### src/rtl/sem_pkg.sv
package sem_pkg;

    typedef enum logic [1:0] {
        SEM_UNUSED = 2'd0,
        SEM_AVAIL  = 2'd1,
        SEM_HELD   = 2'd2
    } sem_state_e;

    typedef enum logic [2:0] {
        OP_NONE    = 3'd0,
        OP_CREATE  = 3'd1,
        OP_DESTROY = 3'd2,
        OP_PEND    = 3'd3,
        OP_POST    = 3'd4,
        OP_CLASH   = 3'd5
    } sem_op_e;

    typedef enum logic [3:0] {
        FAULT_NONE     = 4'd0,
        FAULT_FULL     = 4'd1,
        FAULT_BAD_ID   = 4'd2,
        FAULT_UNUSED   = 4'd3,
        FAULT_HELD     = 4'd4,
        FAULT_NOT_HELD = 4'd5,
        FAULT_BUSY     = 4'd6,
        FAULT_CLASH    = 4'd7
    } sem_fault_e;

    // strobes packed as {create, destroy, pend, post}
    function automatic sem_op_e decode_op(input logic [3:0] strobes);
        sem_op_e op;
        case (strobes)
            4'b0000: op = OP_NONE;
            4'b1000: op = OP_CREATE;
            4'b0100: op = OP_DESTROY;
            4'b0010: op = OP_PEND;
            4'b0001: op = OP_POST;
            default: op = OP_CLASH;
        endcase
        return op;
    endfunction

    function automatic sem_fault_e target_fault(input sem_op_e op, input sem_state_e st);
        sem_fault_e f;
        f = FAULT_NONE;
        if (st == SEM_UNUSED) begin
            f = FAULT_UNUSED;
        end else begin
            case (op)
                OP_PEND:    if (st == SEM_HELD)  f = FAULT_HELD;
                OP_POST:    if (st == SEM_AVAIL) f = FAULT_NOT_HELD;
                OP_DESTROY: if (st == SEM_HELD)  f = FAULT_BUSY;
                default:    f = FAULT_NONE;
            endcase
        end
        return f;
    endfunction

    function automatic sem_state_e step_to(input sem_op_e op);
        sem_state_e s;
        case (op)
            OP_PEND: s = SEM_HELD;
            OP_DESTROY: s = SEM_UNUSED;
            default: s = SEM_AVAIL;
        endcase
        return s;
    endfunction

    function automatic logic legal_move(input sem_state_e from_s, input sem_state_e to_s);
        return (from_s == SEM_UNUSED && to_s == SEM_AVAIL) ||
               (from_s == SEM_AVAIL  && to_s == SEM_HELD)  ||
               (from_s == SEM_HELD   && to_s == SEM_AVAIL) ||
               (from_s == SEM_AVAIL  && to_s == SEM_UNUSED);
    endfunction

endpackage

### src/rtl/sem_slot.sv
module sem_slot
    import sem_pkg::*;
(
    input  logic       clk,
    input  logic       rst,
    input  logic       wr_en,
    input  sem_state_e next_state,
    output sem_state_e state
);

    always_ff @(posedge clk) begin
        if (rst) begin
            state <= SEM_UNUSED;
        end else if (wr_en) begin
            state <= next_state;
        end
    end

    AST_LEGAL_MOVE: assert property (@(posedge clk) disable iff (rst)
        (state != $past(state)) |-> legal_move($past(state), state));

    AST_NO_SPARE_CODE: assert property (@(posedge clk) disable iff (rst)
        state != 2'd3);

endmodule

### src/rtl/sem_lowest_free.sv
module sem_lowest_free #(
    parameter int COUNT = 8,
    localparam int IDX_W = (COUNT > 1) ? $clog2(COUNT) : 1
) (
    input  logic [COUNT-1:0] free_vec,
    output logic             found,
    output logic [IDX_W-1:0] index
);

    always_comb begin
        found = 1'b0;
        index = '0;
        for (int i = COUNT - 1; i >= 0; i--) begin
            if (free_vec[i]) begin
                found = 1'b1;
                index = IDX_W'(i);
            end
        end
    end

endmodule

### src/rtl/hw_sem_array.sv
module hw_sem_array
    import sem_pkg::*;
#(
    parameter int COUNT  = 8,
    parameter int DATA_W = 32
) (
    input  logic              clk,
    input  logic              rst,
    input  logic              cmd_create,
    input  logic              cmd_destroy,
    input  logic              cmd_pend,
    input  logic              cmd_post,
    input  logic [DATA_W-1:0] id_in,
    output logic [DATA_W-1:0] result_out,
    output logic              err_out
);

    localparam int IDX_W = (COUNT > 1) ? $clog2(COUNT) : 1;

    logic [3:0]         strobes;
    sem_op_e            op;
    logic               id_ok;
    logic [IDX_W-1:0]   idx;
    sem_state_e         states [COUNT];
    sem_state_e         tgt_state;
    logic [COUNT-1:0]   free_vec;
    logic [2*COUNT-1:0] state_bits;
    logic               any_free;
    logic [IDX_W-1:0]   free_idx;
    sem_fault_e         fault;
    logic               commit;
    sem_state_e         next_state;

    assign strobes    = {cmd_create, cmd_destroy, cmd_pend, cmd_post};
    assign op         = decode_op(strobes);
    assign id_ok      = (id_in < DATA_W'(COUNT));
    assign idx        = id_in[IDX_W-1:0];
    assign tgt_state  = id_ok ? states[idx] : SEM_UNUSED;
    assign next_state = step_to(op);

    sem_lowest_free #(.COUNT(COUNT)) u_pick (
        .free_vec (free_vec),
        .found    (any_free),
        .index    (free_idx)
    );

    always_comb begin
        fault = FAULT_NONE;
        case (op)
            OP_CLASH:  fault = FAULT_CLASH;
            OP_CREATE: if (!any_free) fault = FAULT_FULL;
            OP_PEND, OP_POST, OP_DESTROY: begin
                if (!id_ok) fault = FAULT_BAD_ID;
                else        fault = target_fault(op, tgt_state);
            end
            default:   fault = FAULT_NONE;
        endcase
    end

    assign commit = (op != OP_NONE) && (op != OP_CLASH) && (fault == FAULT_NONE);

    for (genvar i = 0; i < COUNT; i++) begin : g_slot
        logic hit;
        assign hit = (op == OP_CREATE) ? (free_idx == IDX_W'(i))
                                       : (id_ok && idx == IDX_W'(i));
        sem_slot u_slot (
            .clk        (clk),
            .rst        (rst),
            .wr_en      (commit && hit),
            .next_state (next_state),
            .state      (states[i])
        );
        assign free_vec[i]           = (states[i] == SEM_UNUSED);
        assign state_bits[2*i +: 2]  = states[i];
    end

    always_ff @(posedge clk) begin
        if (rst) begin
            err_out    <= 1'b0;
            result_out <= '0;
        end else if (op != OP_NONE) begin
            err_out <= (fault != FAULT_NONE);
            if (fault != FAULT_NONE)  result_out <= DATA_W'(fault);
            else if (op == OP_CREATE) result_out <= DATA_W'(free_idx);
            else                      result_out <= id_in;
        end
    end

    AST_FAIL_NO_EFFECT: assert property (@(posedge clk) disable iff (rst)
        ($past(strobes) != 4'b0000 && err_out) |-> (state_bits == $past(state_bits)));

    AST_IDLE_HOLD: assert property (@(posedge clk) disable iff (rst)
        ($past(strobes) == 4'b0000) |-> ($stable(err_out) && $stable(result_out)));

    AST_CLASH_CODE: assert property (@(posedge clk) disable iff (rst)
        ($countones($past(strobes)) > 1) |-> (err_out && result_out == DATA_W'(7)));

    AST_CREATE_RANGE: assert property (@(posedge clk) disable iff (rst)
        ($past(strobes) == 4'b1000 && !err_out) |-> (result_out < DATA_W'(COUNT)));

    AST_BAD_ID: assert property (@(posedge clk) disable iff (rst)
        ($onehot0($past(strobes)) && $past(strobes) != 4'b0000 && $past(strobes) != 4'b1000
         && $past(id_in) >= DATA_W'(COUNT)) |-> (err_out && result_out == DATA_W'(2)));

endmodule

### config.mk
export PLATFORM = sky130hd
export DESIGN_NAME = hw_sem_array
export DESIGN_NICKNAME = d
export VERILOG_FILES = /design/src/rtl/sem_pkg.sv /design/src/rtl/sem_slot.sv /design/src/rtl/sem_lowest_free.sv /design/src/rtl/hw_sem_array.sv
export SDC_FILE = /design/constraint.sdc
export NUM_CORES = 1
export LEC_CHECK = 0
export ABC_AREA = 0
export BUFFER_PORTS_ARGS = -buffer_cell sky130_fd_sc_hd__buf_4
export CAP_MARGIN = 20
export CORE_ASPECT_RATIO = 1.4
export CORE_MARGIN = 2
export CORE_UTILIZATION = 33
export DETAILED_ROUTE_END_ITERATION = 6
export HOLD_SLACK_MARGIN = 0.02
export PLACE_DENSITY = 0.63
export SLEW_MARGIN = 0
export SYNTH_ARGS = -nofsm -noshare
export SYNTH_HDL_FRONTEND = slang
export SYNTH_SLANG_ARGS = --single-unit
### constraint.sdc
create_clock -name clk -period 5.1 [get_ports clk]
set_input_delay 0.255 -clock clk [delete_from_list [all_inputs] [get_ports clk]]
set_output_delay 0.255 -clock clk [all_outputs]
set_load 0.02 [all_outputs]
==> impl_metrics.tcl <==
set metrics [dict create \
    period_minus_slack_ns 2.64 \
    cts.path.max_buffers 2 \
    rows 36 \
    cts_resized 0 \
    drv_slew 0 \
    wire_per_inst_um 14.6 \
    max_freq_ghz 0.379 \
    drc 0 \
    period_share_pct 51.7 \
    clock_skew_ns 0.00711 \
    synth_common_cells "49 x dfxtp_1, 32 x and2_1, 19 x nor2_1" \
    crit_chain "mux2i_1 > a22o_2 > a311o_1 > a311oi_4 > nand4_1 > mux2_2" \
    grt_pass1_vias 2090 \
    crit_buf_inv 0 \
    cts_max_level 2 \
    tightest_slew_ns 0.807 \
    synth_top_area_share_pct 41.0 \
    netlist_top_cells_area "dfxtp_1 41%, and2_1 8.4%, mux2i_1 6.7%" \
    firstDrtPassIters 4 \
    final_area_um2 3050 \
    antenna_found_initial 0 \
    synth_edf_count 0 \
    gp_congestion 0.902 \
    drive_gt1_share_pct 31.0 \
    yosysSeqAreaShare_pct 41.0 \
    num_vias 2102 \
    synth.most_common_cell "dfxtp_1" \
    synthFlopType "dfxtp_1" \
    slew_headroom_pct 46.2 \
    power_density_nw_per_um2 235 \
    syn_inst 256 \
    syn-num-nets 294 \
    synth_warnings 0 \
    finalSetupViolations 0 \
    crit_type "reg2reg" \
    placed_area_um2 2950 \
    io-pin-count 71 \
    antennaDiodeCount 0 \
    syn_area_per_cell_um2 9.34 \
    regArea_um2 981 \
    post-cts-setup-buffers 0 \
    vdd_drop_max_mv 0.153 \
    async_flop_share_pct 0 \
    crit_slowest_cell "a311oi_4" \
    clk_latency_ns 0.30 \
    critPathMaxStageDelay_ns 0.76 \
    cp_top_family "compound AO/OA/AOI/OAI gates" \
    status "finished clean" \
    cts_inserted_buffers 5 \
    path_clk_slew_ns 0.09 \
    required_ns 5.30 \
    core_region_area_um2 6980 \
    grt_max_degree 30 \
    grt_usage_pct 15.3 \
    setup_tns_ns 0 \
    power_leakage_nw 1.34 \
    crit_path_end_kind "flop" \
    cp.arrival_ns 2.83 \
    p_total_uw 717 \
    hold_viol_final 0 \
    die_w_um 75.9 \
    synth_top_area_cell "dfxtp_1" \
    dp.final_hpwl_mm 4.77 \
    die-area_um2 7950 \
    finalWirelength_mm 6.11 \
    ctsHoldBuffers 0 \
    cts_tree "yes" \
    syn2layout_area_growth_pct 27.5 \
    cp-start-kind "flop" \
    via_per_inst 5.03 \
    netlist_area_um2 2390 \
    initial_core_util_pct 34.2 \
    yosysUniqueCellTypes 46 \
    r2r_slack_ns 2.46 \
    ys_seq_elements 49 \
    rsz0062_at_grt "false" \
    clock_sinks 49 \
    drtIter0Drc 77 \
    cts-root-buf "clkbuf_8" \
    die_y_um 105 \
    hold_path.class "in2reg" \
    port_buffers 70 \
    nFillCells 719 \
    grt_first_pass_wirelength_mm 9.98 \
    multi_input_area_um2 1300 \
    final_nets 360 \
    crit_fanout 14 \
    drt.antenna.violating_nets 0 \
    overflow 0 \
    cap_viol_max_count 0 \
]
==> layer usage <==
metal  track usage (%)  vias to the layer above  part of all wire, %
met5                 0                        -                    0
li1                  -                     1046                    -
met4              7.40                        0                  4.7
met1              17.5                      934                   42
met3              4.40                       23                  6.8
met2              26.1                       99                   46
==> worst reg2reg max path, stage by stage (launching register included) <==
cell and delay, ns:
dfxtp_1 0.44, mux2i_1 0.13, a22o_2 0.29, a311o_1 0.31, a311oi_4 0.76, nand4_1 0.28
mux2_2 0.33
==> final timing paths <==
path / start / endpoint / cells past startpoint
setup / recovery: g_slot[2].u_slot.state[1]$_SDFFE_PP0P_ / g_slot[3].u_slot.state[0]$_SDFFE_PP0P_ / 6
hold / removal: rst / g_slot[4].u_slot.state[0]$_SDFFE_PP0P_ / 2
hold reg to reg: result_out[25]$_SDFFE_PP0P_ / result_out[25]$_SDFFE_PP0P_ / 1
setup reg to reg: g_slot[2].u_slot.state[1]$_SDFFE_PP0P_ / g_slot[3].u_slot.state[0]$_SDFFE_PP0P_ / 6
==> where the power goes <==
part	internal [mW]	switching, mW
logic	0.0393	0.0433
registers	0.385	0.00140
clock network	0.113	0.135
==> cell usage in the layout (no fill, tap or decap), types with 2 or more instances in the layout <==
master	netlist	final
a32oi_1	2	2
and2_2	2	2
mux2i_1	16	16
buf_4	0	71
nor4_1	8	8
dfxtp_1	49	49
mux2_4	2	2
nor3_1	5	5
clkbuf_8	1	6
a31oi_1	4	4
nand3_4	2	2
o21ai_0	6	6
o21a_1	3	3
nand2b_1	9	9
a21oi_1	4	4
a22oi_1	5	5
and3_1	4	4
nand2_1	18	18
a221oi_1	2	2
and2_1	32	32
nand4_1	4	4
o22ai_1	6	6
inv_1	4	4
o22a_1	3	3
nand3_1	5	5
or2_2	2	2
and2b_2	2	2
a211oi_1	4	4
nor2_1	19	19
mux2_2	3	3
nor2b_1	6	6
==> final cells by class <==
cell class / instances / share of cell area (%)
Timing Repair Buffer: 71 / 17.5
Tap cell: 95 / 3.90
Multi-Input combinational cell: 191 / 42.6
Inverter: 4 / 0.493
Clock inverter: 2 / 0.575
Sequential cell: 49 / 32.2
Clock buffer: 6 / 2.71
==> logic make-up after synthesis <==
logic type                share of synthesized area (%)
and+or+nand+nor                                    30.1
DFF                                                41.0
AOI/OAI and AO/OA                                  14.6
muxes                                              9.37
buffers and inverters                              4.61
xor gates and xnor gates                          0.367
==> registers in the layout, summed over array words and instances (netlist names) <==
| name | count |
|---|---|
| g_slot.u_slot.state | 16 |
| result_out | 32 |
| err_out | 1 |
==> metrics by stage <==
stage | hold slack (ns) | worst slack [ns] | std cells | util (%)
floorplan | 0.465 | 2.97 | 256 | -
finish | 0.266 | 2.46 | 418 | 43.6
global placement | 0.444 | 2.48 | 410 | 42.2
detailed placement | 0.445 | 2.43 | 410 | 42.2
CTS | 0.264 | 2.47 | 418 | 43.6
global route | 0.268 | 2.30 | 418 | 43.6
(Power assumes the default switching activity.)
